**config.mk**
```make
export PLATFORM = sky130hd
export DESIGN_NAME = clkloss_sup
export DESIGN_NICKNAME = d
export VERILOG_FILES = /design/src/rtl/clkloss_sup_pkg.sv /design/src/rtl/clkloss_qcheck.sv /design/src/rtl/clkloss_flag.sv /design/src/rtl/clkloss_ctrl.sv /design/src/rtl/clkloss_sup.sv
export SDC_FILE = /design/constraint.sdc
export NUM_CORES = 1
export LEC_CHECK = 0
export ABC_AREA = 1
export BUFFER_PORTS_ARGS = -buffer_cell sky130_fd_sc_hd__buf_2
export CAP_MARGIN = 10
export CORE_MARGIN = 2
export CORE_UTILIZATION = 53
export CTS_CLUSTER_SIZE = 24
export DETAILED_ROUTE_END_ITERATION = 10
export HOLD_SLACK_MARGIN = 0.05
export PLACE_DENSITY = 0.74
export REMOVE_ABC_BUFFERS = 1
export SLEW_MARGIN = 15
export SYNTH_ARGS = -nofsm -noshare
export SYNTH_HDL_FRONTEND = slang
export SYNTH_SLANG_ARGS = --single-unit
```
**constraint.sdc**
```tcl
create_clock -name clk -period 1.5 [get_ports clk]
set_input_delay 0.15 -clock clk [delete_from_list [all_inputs] [get_ports clk]]
set_output_delay 0.15 -clock clk [all_outputs]
set_load 0.005 [all_outputs]
```
**src/rtl/clkloss_sup_pkg.sv**
```systemverilog
package clkloss_sup_pkg;
  typedef enum logic [1:0] {
    ST_RUN     = 2'd0,
    ST_WAIT    = 2'd1,
    ST_WAIT_SC = 2'd2,
    ST_RUN_SC  = 2'd3
  } sup_state_t;
endpackage

```
**src/rtl/clkloss_qcheck.sv**
```systemverilog
module clkloss_qcheck #(
  parameter int CHECK_LEN = 4096
) (
  input  logic clk,
  input  logic rst,
  input  logic run,
  input  logic restart,
  input  logic tick,
  output logic pass
);
  localparam int CW = (CHECK_LEN > 1) ? $clog2(CHECK_LEN) : 1;
  localparam logic [CW-1:0] LAST = CW'(CHECK_LEN - 1);

  logic [CW-1:0] cnt;

  assign pass = run & tick & ~restart & (cnt == LAST);

  always_ff @(posedge clk) begin
    if (rst || !run || restart) begin
      cnt <= '0;
    end else if (tick) begin
      cnt <= pass ? '0 : cnt + 1'b1;
    end
  end


  count_step_chk: assert property (@(posedge clk) disable iff (rst)
    ($past(run) && run && $past(tick) && !$past(restart) && !$past(pass))
      |-> (cnt == $past(cnt) + 1'b1));


  restart_clear_chk: assert property (@(posedge clk) disable iff (rst)
    $past(restart) |-> (cnt == '0));
endmodule

```
**src/rtl/clkloss_flag.sv**
```systemverilog
module clkloss_flag (
  input  logic clk,
  input  logic rst,
  input  logic set,
  input  logic clr,
  input  logic irq_en,
  output logic flag,
  output logic irq
);
  logic flag_n;

  always_comb begin
    flag_n = flag;
    if (set)      flag_n = 1'b1;
    else if (clr) flag_n = 1'b0;
  end

  always_ff @(posedge clk) begin
    if (rst) begin
      flag <= 1'b0;
      irq  <= 1'b0;
    end else begin
      flag <= flag_n;
      irq  <= flag_n & irq_en;
    end
  end


  irq_flag_chk: assert property (@(posedge clk) disable iff (rst)
    irq |-> flag);


  flag_hold_chk: assert property (@(posedge clk) disable iff (rst)
    ($past(flag) && !$past(clr)) |-> flag);
endmodule

```
**src/rtl/clkloss_ctrl.sv**
```systemverilog
module clkloss_ctrl
  import clkloss_sup_pkg::*;
(
  input  logic clk,
  input  logic rst,
  input  logic mon_en,
  input  logic scm_en,
  input  logic clk_fail,
  input  logic pass,
  input  logic wake_irq,
  input  logic ext_rst,
  input  logic pll_off_wait,
  input  logic core_wait,
  output logic chk_run,
  output logic set_flag,
  output logic scm_active,
  output logic mon_rst_req,
  output logic rst_seq_start,
  output logic wait_exit,
  output logic sysclk_pll,
  output logic pll_on,
  output logic vreg_on
);
  sup_state_t st, nxt;
  logic keep_q, keep_n, sel_n, mrr_n, rss_n, ex_n, pll_n, vreg_n;

  always_comb begin
    nxt      = st;
    keep_n   = keep_q;
    sel_n    = sysclk_pll;
    mrr_n    = 1'b0;
    rss_n    = 1'b0;
    ex_n     = 1'b0;
    set_flag = 1'b0;
    unique case (st)
      ST_RUN: begin
        if (core_wait) nxt = ST_WAIT;
      end
      ST_WAIT: begin
        if (ext_rst || wake_irq) begin
          nxt    = ST_RUN;
          ex_n   = 1'b1;
          rss_n  = ext_rst;
          sel_n  = 1'b0;
          keep_n = 1'b0;
        end else if (clk_fail && mon_en) begin
          if (scm_en) begin
            nxt      = ST_WAIT_SC;
            set_flag = 1'b1;
            keep_n   = 1'b1;
          end else begin
            nxt    = ST_RUN;
            mrr_n  = 1'b1;
            keep_n = 1'b0;
          end
        end
      end
      ST_WAIT_SC: begin
        if (ext_rst || wake_irq) begin
          nxt    = ST_RUN_SC;
          ex_n   = 1'b1;
          rss_n  = ext_rst;
          sel_n  = 1'b1;
          keep_n = 1'b0;
        end else if (pass) begin
          nxt = ST_WAIT;
        end
      end
      ST_RUN_SC: begin
        if (pass) begin
          nxt   = ST_RUN;
          sel_n = 1'b0;
        end
      end
      default: nxt = ST_RUN;
    endcase
    pll_n  = (nxt == ST_WAIT) ? ~pll_off_wait : 1'b1;
    vreg_n = (nxt == ST_WAIT) ? keep_n : 1'b1;
  end

  always_ff @(posedge clk) begin
    if (rst) begin
      st            <= ST_RUN;
      keep_q        <= 1'b0;
      sysclk_pll    <= 1'b0;
      mon_rst_req   <= 1'b0;
      rst_seq_start <= 1'b0;
      wait_exit     <= 1'b0;
      pll_on        <= 1'b1;
      vreg_on       <= 1'b1;
    end else begin
      st            <= nxt;
      keep_q        <= keep_n;
      sysclk_pll    <= sel_n;
      mon_rst_req   <= mrr_n;
      rst_seq_start <= rss_n;
      wait_exit     <= ex_n;
      pll_on        <= pll_n;
      vreg_on       <= vreg_n;
    end
  end

  assign chk_run    = (st == ST_WAIT_SC) || (st == ST_RUN_SC);
  assign scm_active = chk_run;


  mon_rst_src_chk: assert property (@(posedge clk) disable iff (rst)
    mon_rst_req |-> $past(mon_en && !scm_en && clk_fail && st == ST_WAIT));


  rst_seq_exit_chk: assert property (@(posedge clk) disable iff (rst)
    rst_seq_start |-> wait_exit);


  reset_prio_chk: assert property (@(posedge clk) disable iff (rst)
    $past(ext_rst && (st == ST_WAIT || st == ST_WAIT_SC))
      |-> (rst_seq_start && wait_exit));


  sel_change_chk: assert property (@(posedge clk) disable iff (rst)
    (sysclk_pll != $past(sysclk_pll)) |-> $past(st == ST_WAIT_SC || st == ST_RUN_SC));


  scm_power_chk: assert property (@(posedge clk) disable iff (rst)
    (st == ST_WAIT_SC) |-> (pll_on && vreg_on));
endmodule

```
**src/rtl/clkloss_sup.sv**
```systemverilog
module clkloss_sup #(
  parameter int CHECK_LEN = 4096
) (
  input  logic clk,
  input  logic rst,
  input  logic mon_en,
  input  logic scm_en,
  input  logic scm_irq_en,
  input  logic clk_fail,
  input  logic osc_tick,
  input  logic wake_irq,
  input  logic ext_rst,
  input  logic pll_off_wait,
  input  logic core_wait,
  input  logic flag_clr,
  output logic mon_rst_req,
  output logic rst_seq_start,
  output logic wait_exit,
  output logic scm_active,
  output logic sysclk_pll,
  output logic pll_on,
  output logic vreg_on,
  output logic scm_flag,
  output logic scm_irq
);
  logic chk_run, pass, set_flag;

  clkloss_qcheck #(.CHECK_LEN(CHECK_LEN)) u_qcheck (
    .clk(clk), .rst(rst), .run(chk_run), .restart(clk_fail),
    .tick(osc_tick), .pass(pass)
  );

  clkloss_ctrl u_ctrl (
    .clk(clk), .rst(rst), .mon_en(mon_en), .scm_en(scm_en),
    .clk_fail(clk_fail), .pass(pass), .wake_irq(wake_irq),
    .ext_rst(ext_rst), .pll_off_wait(pll_off_wait), .core_wait(core_wait),
    .chk_run(chk_run), .set_flag(set_flag), .scm_active(scm_active),
    .mon_rst_req(mon_rst_req), .rst_seq_start(rst_seq_start),
    .wait_exit(wait_exit), .sysclk_pll(sysclk_pll), .pll_on(pll_on),
    .vreg_on(vreg_on)
  );

  clkloss_flag u_flag (
    .clk(clk), .rst(rst), .set(set_flag), .clr(flag_clr),
    .irq_en(scm_irq_en), .flag(scm_flag), .irq(scm_irq)
  );


  flag_on_entry_chk: assert property (@(posedge clk) disable iff (rst)
    $rose(scm_active) |-> scm_flag);
endmodule

```
==> results.md, run 1 <==
Cells and area:
- Of the cells placed in the final design, the portion with a size suffix greater than 1 is 0.298.
- The final-stage net count is roughly 210.
- In the layout the commonest cells are sky130_fd_sc_hd__nand2_1, sky130_fd_sc_hd__nor2_1, sky130_fd_sc_hd__dfxtp_1.
- The number of inserted diodes is 0.
- Fill cells in the final layout number 169.
- After routing the design area is 1430 sq um.
- The sequential cells in the finished layout cover a total of 468 sq um.
- The layout-stage area growth over the synthesis result is 23.2%.
- The multi-input combinational cells in the finished layout cover a total of 653 sq um.
- The finished layout holds 218 standard cells, fillers aside.
- Leaving out fill and tap cells, the most frequent cell in the layout is sky130_fd_sc_hd__nand2_1.

Detailed routing:
- The routed design has 2.30 mm of wire.
- The number of iterations in the first detailed-routing pass is 4.
- The number of design-rule violations left by the first detailed-router iteration is 25.
- The vias per cell is 4.76.
- The average detailed-routed wire length per instance is 10.6 microns.
- The number of nets still failing antenna checks after routing is 0.
- The total via count after detailed routing is 1037.
- The final routed DRC violation total is 0.

Place:
- The count of input and output buffers is 20.
- Once detailed placement completed, the half-perimeter wirelength came to 1.81 mm.
- Including well taps, the total number of placed cells is 211.
- At the placement stage, the worst setup path has a slack of -0.0377 ns.
- Once placement finished, the instance area stood at 1330 sq um.
- At the end of routability-driven placement, the weighted congestion stood at 0.935.

Power and ir drop:
- The portion of total power attributed to the clock network is 0.276.
- Cell internal power was estimated by the tool at 783 uW.
- Of the total power, the share spent switching nets is 0.250.
- The switching power summed over all nets is 261 uW.
- The sequential power share is 0.607.
- The share of total power dissipated in combinational logic is 0.117.
- For this design the static power due to leakage is ~0.62 nW.
- The power density over the cells is 731 nW/um^2.
- The peak supply drop is 0.510 mV.

Die:
- The die is 50.8 microns wide.
- During I/O placement, the number of pins put on the boundary was 21.
- The initial cell density of the core is 0.574.
- The floorplan step defined a die boundary enclosing 2580 sq um.
- The number of core rows is 16.
- The area of the placeable core is 2020 sq um.
- The floorplan step set the die height to 50.8 microns.

Global route:
- In this run the most used layer during global routing was met2.
- The number of antenna violations at the first check in global routing is 0.
- Entering global routing, the biggest net connects 13 pins.
- For this run the aggregate overflow at the end of global routing stands at 0.
- The wire length of the first global-routing pass is 3.98 mm.
- The number of global-route vias before repair is slightly above 900.
- In the global route stage, met2 resource usage came out at 0.307.
- For this run, global-route usage on met1 was measured as 0.287.
- In the global route stage, met3 resource usage came out at 0.0387.
- For this run, the total global-route usage over all layers was measured as 0.203.

Synth:
- The average instance in the mapped netlist occupies 7.25 sq um.
- The cell area after synthesis is 1160 sq um.
- The number of warnings issued by yosys is 0.
- For this run, the register share of the synthesized area comes to 0.397.
- The unique cell type count in the Yosys netlist is 27.
- The gate count after technology mapping is 160.
- The flip-flop and latch count after synthesis is 23.

Clock network:
- The CTS root buffer is sky130_fd_sc_hd__clkbuf_4.
- The CTS tree is built.
- The clock passes through at most 2 buffers.
- The post-CTS clock slew at the launch and capture registers of the worst setup and hold paths is 0.12 ns.
- The number of clock buffers inserted by TritonCTS is 3.
- In this run the number of H-tree levels came out at 1.
- The clock latency reported for the late side of the worst-skew pair is roughly 0.31 ns.
- The number of sinks on the clock net is 23.

Status:
- The flow ran to the end, and the final reports show no timing, DRC or antenna violations.

STA:
- The worst slew margin relative to its limit is 0.794.
- Summed over all failing endpoints, the final setup total negative slack is 0 ns.
- The timing-limited maximum frequency is ~700 MHz.
- Setup repair after global routing could not meet its margin everywhere.
- For the pin with the worst max-slew slack, the measured transition is 0.308 ns.
- The final max-slew violation count is 0.
- The least setup slack across all paths after layout is 0.0702 ns.
- The final critical delay including setup and external delays is 1.43 ns.
- Across the routed clock network, the largest skew measured is 0.00258 ns.
- The final number of setup-violating endpoints is 0.
- The portion of the clock cycle consumed by the worst path in the final layout is 0.953.
- The count of endpoints failing hold in the final timing report came to 0.

Setup path:
- The worst setup path is captured at a register.
- Along the worst path, the maximum fanout reaches 4.
- The class of the most critical setup path is reg -> reg.
- The critical path data required time is between 1.5 and 2 ns.
- The kind of start point of the critical path is a register.
- At the worst endpoint, the arrival time is roughly 1.6 ns.

Worst hold path:
- The class of the most critical hold timing path is in -> reg.

Run:
- Max-cap violations in this run came to 0.
Yosys cell counts:
cell                       number  area (sq um)
sky130_fd_sc_hd__nand2_1       33           124
sky130_fd_sc_hd__xnor2_1        2          17.5
sky130_fd_sc_hd__a21boi_1       1          7.51
sky130_fd_sc_hd__nor3b_1        1          7.51
sky130_fd_sc_hd__and3_1         1          6.26
sky130_fd_sc_hd__a21oi_2        1          8.76
sky130_fd_sc_hd__a211oi_1       1          7.51
sky130_fd_sc_hd__nand3_1        6          30.0
sky130_fd_sc_hd__inv_1         19          71.3
sky130_fd_sc_hd__a31oi_1        1          6.26
sky130_fd_sc_hd__nor3_1         6          30.0
sky130_fd_sc_hd__nand4_1        3          18.8
sky130_fd_sc_hd__a41oi_1        1          8.76
sky130_fd_sc_hd__clkbuf_1       1          3.75
sky130_fd_sc_hd__nor2_2         6          37.5
sky130_fd_sc_hd__xor2_1         6          52.6
sky130_fd_sc_hd__nor2_1        28           105
sky130_fd_sc_hd__a21oi_1        4          20.0
sky130_fd_sc_hd__dfxtp_1       23           460
sky130_fd_sc_hd__ha_1           5          62.6
sky130_fd_sc_hd__o21ai_2        1          8.76
sky130_fd_sc_hd__inv_2          3          11.3
sky130_fd_sc_hd__o21ai_0        1          5.00
sky130_fd_sc_hd__nand2_2        3          18.8
sky130_fd_sc_hd__nor3_2         1          10.0
sky130_fd_sc_hd__nand4_2        1          12.5
sky130_fd_sc_hd__o21a_1         1          7.51
through the flow:
stage | hold slack, ns | power, mW | utilization
floorplan | 0.222 | 0.703 | -
finish | 0.0828 | 1.04 | 0.707
global placement | 0.357 | 0.751 | 0.657
detailed placement | 0.370 | 0.755 | 0.657
global route | 0.0837 | 1.09 | 0.707
CTS | 0.0716 | 1.04 | 0.681
sequential cells by signal, summed over array words and instances (netlist names):
signal / flops
u_ctrl.wait_exit: 1
u_qcheck.cnt: 12
u_ctrl.rst_seq_start: 1
u_ctrl.keep_q: 1
u_ctrl.pll_on: 1
u_flag.flag: 1
u_ctrl.sysclk_pll: 1
u_flag.irq: 1
u_ctrl.mon_rst_req: 1
u_ctrl.st: 2
u_ctrl.vreg_on: 1
layout make-up:
type | count | area share
multi-input cells | 114 | 0.457
inverters | 22 | 0.0595
well taps | 27 | 0.0236
repair buffers | 28 | 0.114
flip-flops and latches | 23 | 0.327
clock buffers | 4 | 0.0184
worst paths after layout:
| path | startpoint | to | slack (ns) | depth (start not counted) |
|---|---|---|---|---|
| max | u_ctrl.st[0] | u_ctrl.pll_on | 0.07 | 11 |
| max reg2reg | u_ctrl.st[0] | u_ctrl.pll_on | 0.07 | 11 |
| min | osc_tick | u_qcheck.cnt[0] | 0.08 | 2 |
| min reg2reg | u_qcheck.cnt[9] | u_qcheck.cnt[9] | 0.52 | 1 |
critical path, cell delays in order, from the launching register on:
cell                      delay, ns
sky130_fd_sc_hd__dfxtp_4       0.39
sky130_fd_sc_hd__inv_4         0.06
sky130_fd_sc_hd__ha_4          0.14
sky130_fd_sc_hd__inv_2         0.05
sky130_fd_sc_hd__nand2_2       0.06
sky130_fd_sc_hd__nand2_1       0.05
sky130_fd_sc_hd__nor2_1        0.09
sky130_fd_sc_hd__nand2_1       0.07
sky130_fd_sc_hd__nand2_1       0.06
sky130_fd_sc_hd__nand2_1       0.06
sky130_fd_sc_hd__a21oi_2       0.17
sky130_fd_sc_hd__nand4_1       0.11
layer usage:
metal / up-vias / part of all wire
li1: 565 / -
met1: 445 / 0.52
met2: 23 / 0.42
met3: 4 / 0.043
met4: 0 / 0.012
met5: - / 0
power groups by stage:
stage / clock network [mW] / registers, mW / logic [mW]
floorplan: 0 / 0.648 / 0.0558
global placement: 0 / 0.645 / 0.107
detailed placement: 0 / 0.646 / 0.109
CTS: 0.295 / 0.633 / 0.113
global route: 0.314 / 0.636 / 0.139
finish: 0.288 / 0.634 / 0.122
kinds of logic after synthesis:
logic type / after synthesis / share of synthesized area
buffers and inverters: 23 / 0.0744
XOR/XNOR: 8 / 0.0604
AND/OR/NAND/NOR: 89 / 0.345
AO/OA/AOI/OAI: 12 / 0.0691
flip-flops: 23 / 0.397
adder cells (fa/ha/maj): 5 / 0.0539
timing repair:
item / in CTS / in global routing
setup endpoints to repair: 6 / 9
pin swaps: 0 / 7
cloned: 0 / 0
setup buffers: 1 / 1
endpoints found under the hold margin: 1 / 0
hold buffers: 1 / 0
gates resized for setup: 3 / 13
No activity file was read; power rests on OpenSTA's default activity.
==> run 2, diff against run 1 <==
--- a/config.mk
+++ b/config.mk
@@ -8,7 +8,7 @@
 export ABC_AREA = 1
 export BUFFER_PORTS_ARGS = -buffer_cell sky130_fd_sc_hd__buf_2
 export CAP_MARGIN = 10
-export CORE_MARGIN = 2
+export CORE_ASPECT_RATIO = 1.5
 export CORE_UTILIZATION = 53
 export CTS_CLUSTER_SIZE = 24
 export DETAILED_ROUTE_END_ITERATION = 10
==> run 2 against run 1 <==
Worst hold slack worse by 0.0061 ns. Non-clock buffer count unchanged. Utilization down 0.73 points. Clock-buffer cell count unchanged. Worst setup slack worse by 0.024 ns. Flip-flop and latch count unchanged. Critical path depth unchanged. Clock power about the same. Largest power group unchanged.
==> results.md, run 2 (synthesized netlist as in run 1, its figures left out) <==
Setup path:
- In this design, the stage delay of the slowest critical-path cell is 0.39 ns.
- The number of buffers and inverters on the critical path is 1.
- The largest individual stage delay along the critical path comes from the cell sky130_fd_sc_hd__dfxtp_4.
- The critical path in this run is classified as reg -> reg.
- The kind of start point of the critical path is a register.
- The critical path data required time is 1.70 ns.
- Traced cell by cell, the critical path runs through inv_4 -> ha_4 -> nor2_2 -> nor2_1 -> nand2_2 -> nor2_4 -> nand2_1 -> nand2_1 -> nand2_2 -> nand2_2 -> nand4_1.
- The most repeated library cell on the critical path is sky130_fd_sc_hd__nand2_2.
- The worst setup path is captured at a register.
- At the worst endpoint, the arrival time is 1.65 ns.
- Of all nets on the critical path, the largest fanout is 4.
- Grouping stages by cell kind, the critical path spends the most delay in simple AND/OR/NAND/NOR gates.

Power and ir drop:
- The sequential power share is 0.609.
- The power density over the cells is 726 nW/um^2.
- Summed over all nets, the switching power comes to 262 uW.
- The portion of total power attributed to the clock network is 0.278.
- The share of total power dissipated in combinational logic is 0.113.
- Across the VDD grid, the largest voltage drop is 0.527 mV.
- The internal power of the cells totals 780 uW.
- The design draws 1.04 mW.
- The fraction of power spent switching nets is 0.252.
- The total leakage power is 0.620 nW.

Global route:
- The number of antenna violations at the first check in global routing is 0.
- The global-route met2 utilization is 0.509.
- For met1 alone, demand over resource in global routing was 0.228.
- The number of global-route vias before repair is 1150.
- The remaining global-route overflow is 0.
- The most crowded layer after global routing is met2.
- The first global-routing pass estimated 4.26 mm of wire.
- For this run, global-route usage on met3 was measured as 0.0263.
- In the global route stage, overall resource usage came out at 0.260.
- Entering global routing, the biggest net connects 13 pins.

Detailed routing:
- The count of nets left with antenna violations once routing finished came out at 0.
- The sum of routed wire length over all layers is 2.68 mm.
- In this run, the number of DRC markers left after iteration 0 of detailed routing was 29.
- The final routed DRC violation total is 0.
- The routed layout has about 1100 vias.
- The vias per cell is ~5.2.
- The number of iterations in the first detailed-routing pass is 5.
- The average detailed-routed wire length per instance is ~13 microns.

Cells and area:
- In the final layout, the registers with the most flip-flops are u_qcheck.cnt x12, u_ctrl.st x2.
- After the last flow step, the layout net total stands at 209.
- Relative to the synthesized area, the layout overhead comes to 23.7%.
- The register with the most flip-flops in the layout has 12 of them.
- The library cells used most frequently in the layout, excluding fill and tap cells, are sky130_fd_sc_hd__nand2_1, sky130_fd_sc_hd__nor2_1, sky130_fd_sc_hd__buf_2.
- The library cell used most frequently in the layout, excluding fill and tap cells, is sky130_fd_sc_hd__nand2_1.
- The layout cell share with drive strength beyond 1 is 0.325.
- The register ranked first by flip-flop count is u_qcheck.cnt.
- Measured on the finished design, the core utilization comes to 0.699.
- 0 antenna diodes ended up in the layout.

Worst hold path:
- The class of the most critical hold timing path is in -> reg.

STA:
- The final max-slew violation count is 0.
- In the finished design, the share of the clock period the worst path needs comes to 0.969.
- Setup violations remaining at the end of the flow were counted as 0.
- The clock period could shrink to around 1.5 ns.
- The count of endpoints failing hold in the final timing report is 0.
- The accumulated negative setup slack is 0 ns.
- Hold timing on the final database bottoms out at a slack of around 0.077 ns.
- The timing-limited maximum frequency is ~690 MHz.
- Clock skew on the completed layout was measured at around 0.014 ns.
- The worst slew margin relative to its limit is 0.775.
- Setup repair after global routing could not meet its margin everywhere.
- For the pin with the worst max-slew slack, the measured transition is 0.336 ns.

Clock network:
- The tree is rooted in a sky130_fd_sc_hd__clkbuf_4.
- No sink is reached through more buffers than the 2 on the longest clock path.
- Clock tree synthesis found a total of 23 sinks.
- TritonCTS created 3 clock buffers.
- The clock latency reported for the late side of the worst-skew pair is about 0.32 ns.
- The post-CTS clock slew at the launch and capture registers of the worst setup and hold paths is 0.13 ns.
- The CTS tree is built.
- The H-tree depth reported by CTS is 1.

Place:
- The half-perimeter wire length after detailed placement is approximately 2 mm.
- The count of input and output buffers is 20.
- The routability congestion estimate from global placement is 0.912.

Die:
- The initial cell density of the core is 0.565.
- The die covers about 2400 sq um.
- Measured along the x axis, the die boundary spans 40.2 microns.
- The number of core rows is 20.
- The number of top-level pins is 21.
- Measured along the y axis, the die boundary spans 59.3 microns.
- The floorplan step defined a core boundary enclosing about 2100 sq um.

Status:
- The flow ran to the end, and the final reports show no timing, DRC or antenna violations.

Run:
- The tool flagged a number of max-cap violations equal to 0.
-- run 2: what timing repair did --
item / CTS / global route
pin swaps: 1 / 6
hold endpoints to repair: 1 / 0
hold buffers: 1 / 0
gates resized for setup: 4 / 18
setup endpoints to repair: 7 / 11
setup buffers: 0 / 0
-- run 2: metal layers --
metal / wire, microns / share of wire
met5: 0 / 0
met1: 963 / 0.36
met4: 112 / 0.042
met2: 1520 / 0.57
met3: 85 / 0.032
-- run 2: final timing paths --
kind	startpoint	to	slack (ns)	cells after the start
hold / removal	osc_tick	u_qcheck.cnt[0]	0.08	2
hold reg to reg	u_qcheck.cnt[9]	u_qcheck.cnt[9]	0.52	1
setup reg to reg	u_ctrl.st[0]	u_ctrl.vreg_on	0.05	11
setup / recovery	u_ctrl.st[0]	u_ctrl.vreg_on	0.05	11
-- run 2: per-stage QoR --
step	worst slack [ns]	cell area [sq um]	std cells
finish	0.0458	1440	213
global route	-0.0717	1440	213
CTS	0.00659	1380	213
detailed placement	-0.0330	1340	208
global placement	0.0549	1340	208
floorplan	0.0758	1160	159
-- run 2: worst register-to-register path, cell delays in order, from the launching register on --
cell and delay, ns:
sky130_fd_sc_hd__dfxtp_4 0.39, sky130_fd_sc_hd__inv_4 0.07, sky130_fd_sc_hd__ha_4 0.15, sky130_fd_sc_hd__nor2_2 0.06, sky130_fd_sc_hd__nor2_1 0.11, sky130_fd_sc_hd__nand2_2 0.09
sky130_fd_sc_hd__nor2_4 0.13, sky130_fd_sc_hd__nand2_1 0.06, sky130_fd_sc_hd__nand2_1 0.07, sky130_fd_sc_hd__nand2_2 0.07, sky130_fd_sc_hd__nand2_2 0.07, sky130_fd_sc_hd__nand4_1 0.08
-- run 2: layout make-up --
class	count	area, sq um
Inverter	22	85.1
Multi-Input combinational cell	114	663
Sequential cell	23	470
Clock buffer	4	26.3
Tap cell	22	27.5
Fill cell	180	617
Timing Repair Buffer	28	163
-- run 2: power by group through the flow --
stage / Combinational [mW] / Sequential, mW / Clock (mW)
final: 0.118 / 0.634 / 0.290
after global routing: 0.134 / 0.636 / 0.315
after CTS: 0.112 / 0.633 / 0.299
after detailed placement: 0.110 / 0.645 / 0
after global placement: 0.107 / 0.645 / 0
after floorplan: 0.0558 / 0.648 / 0
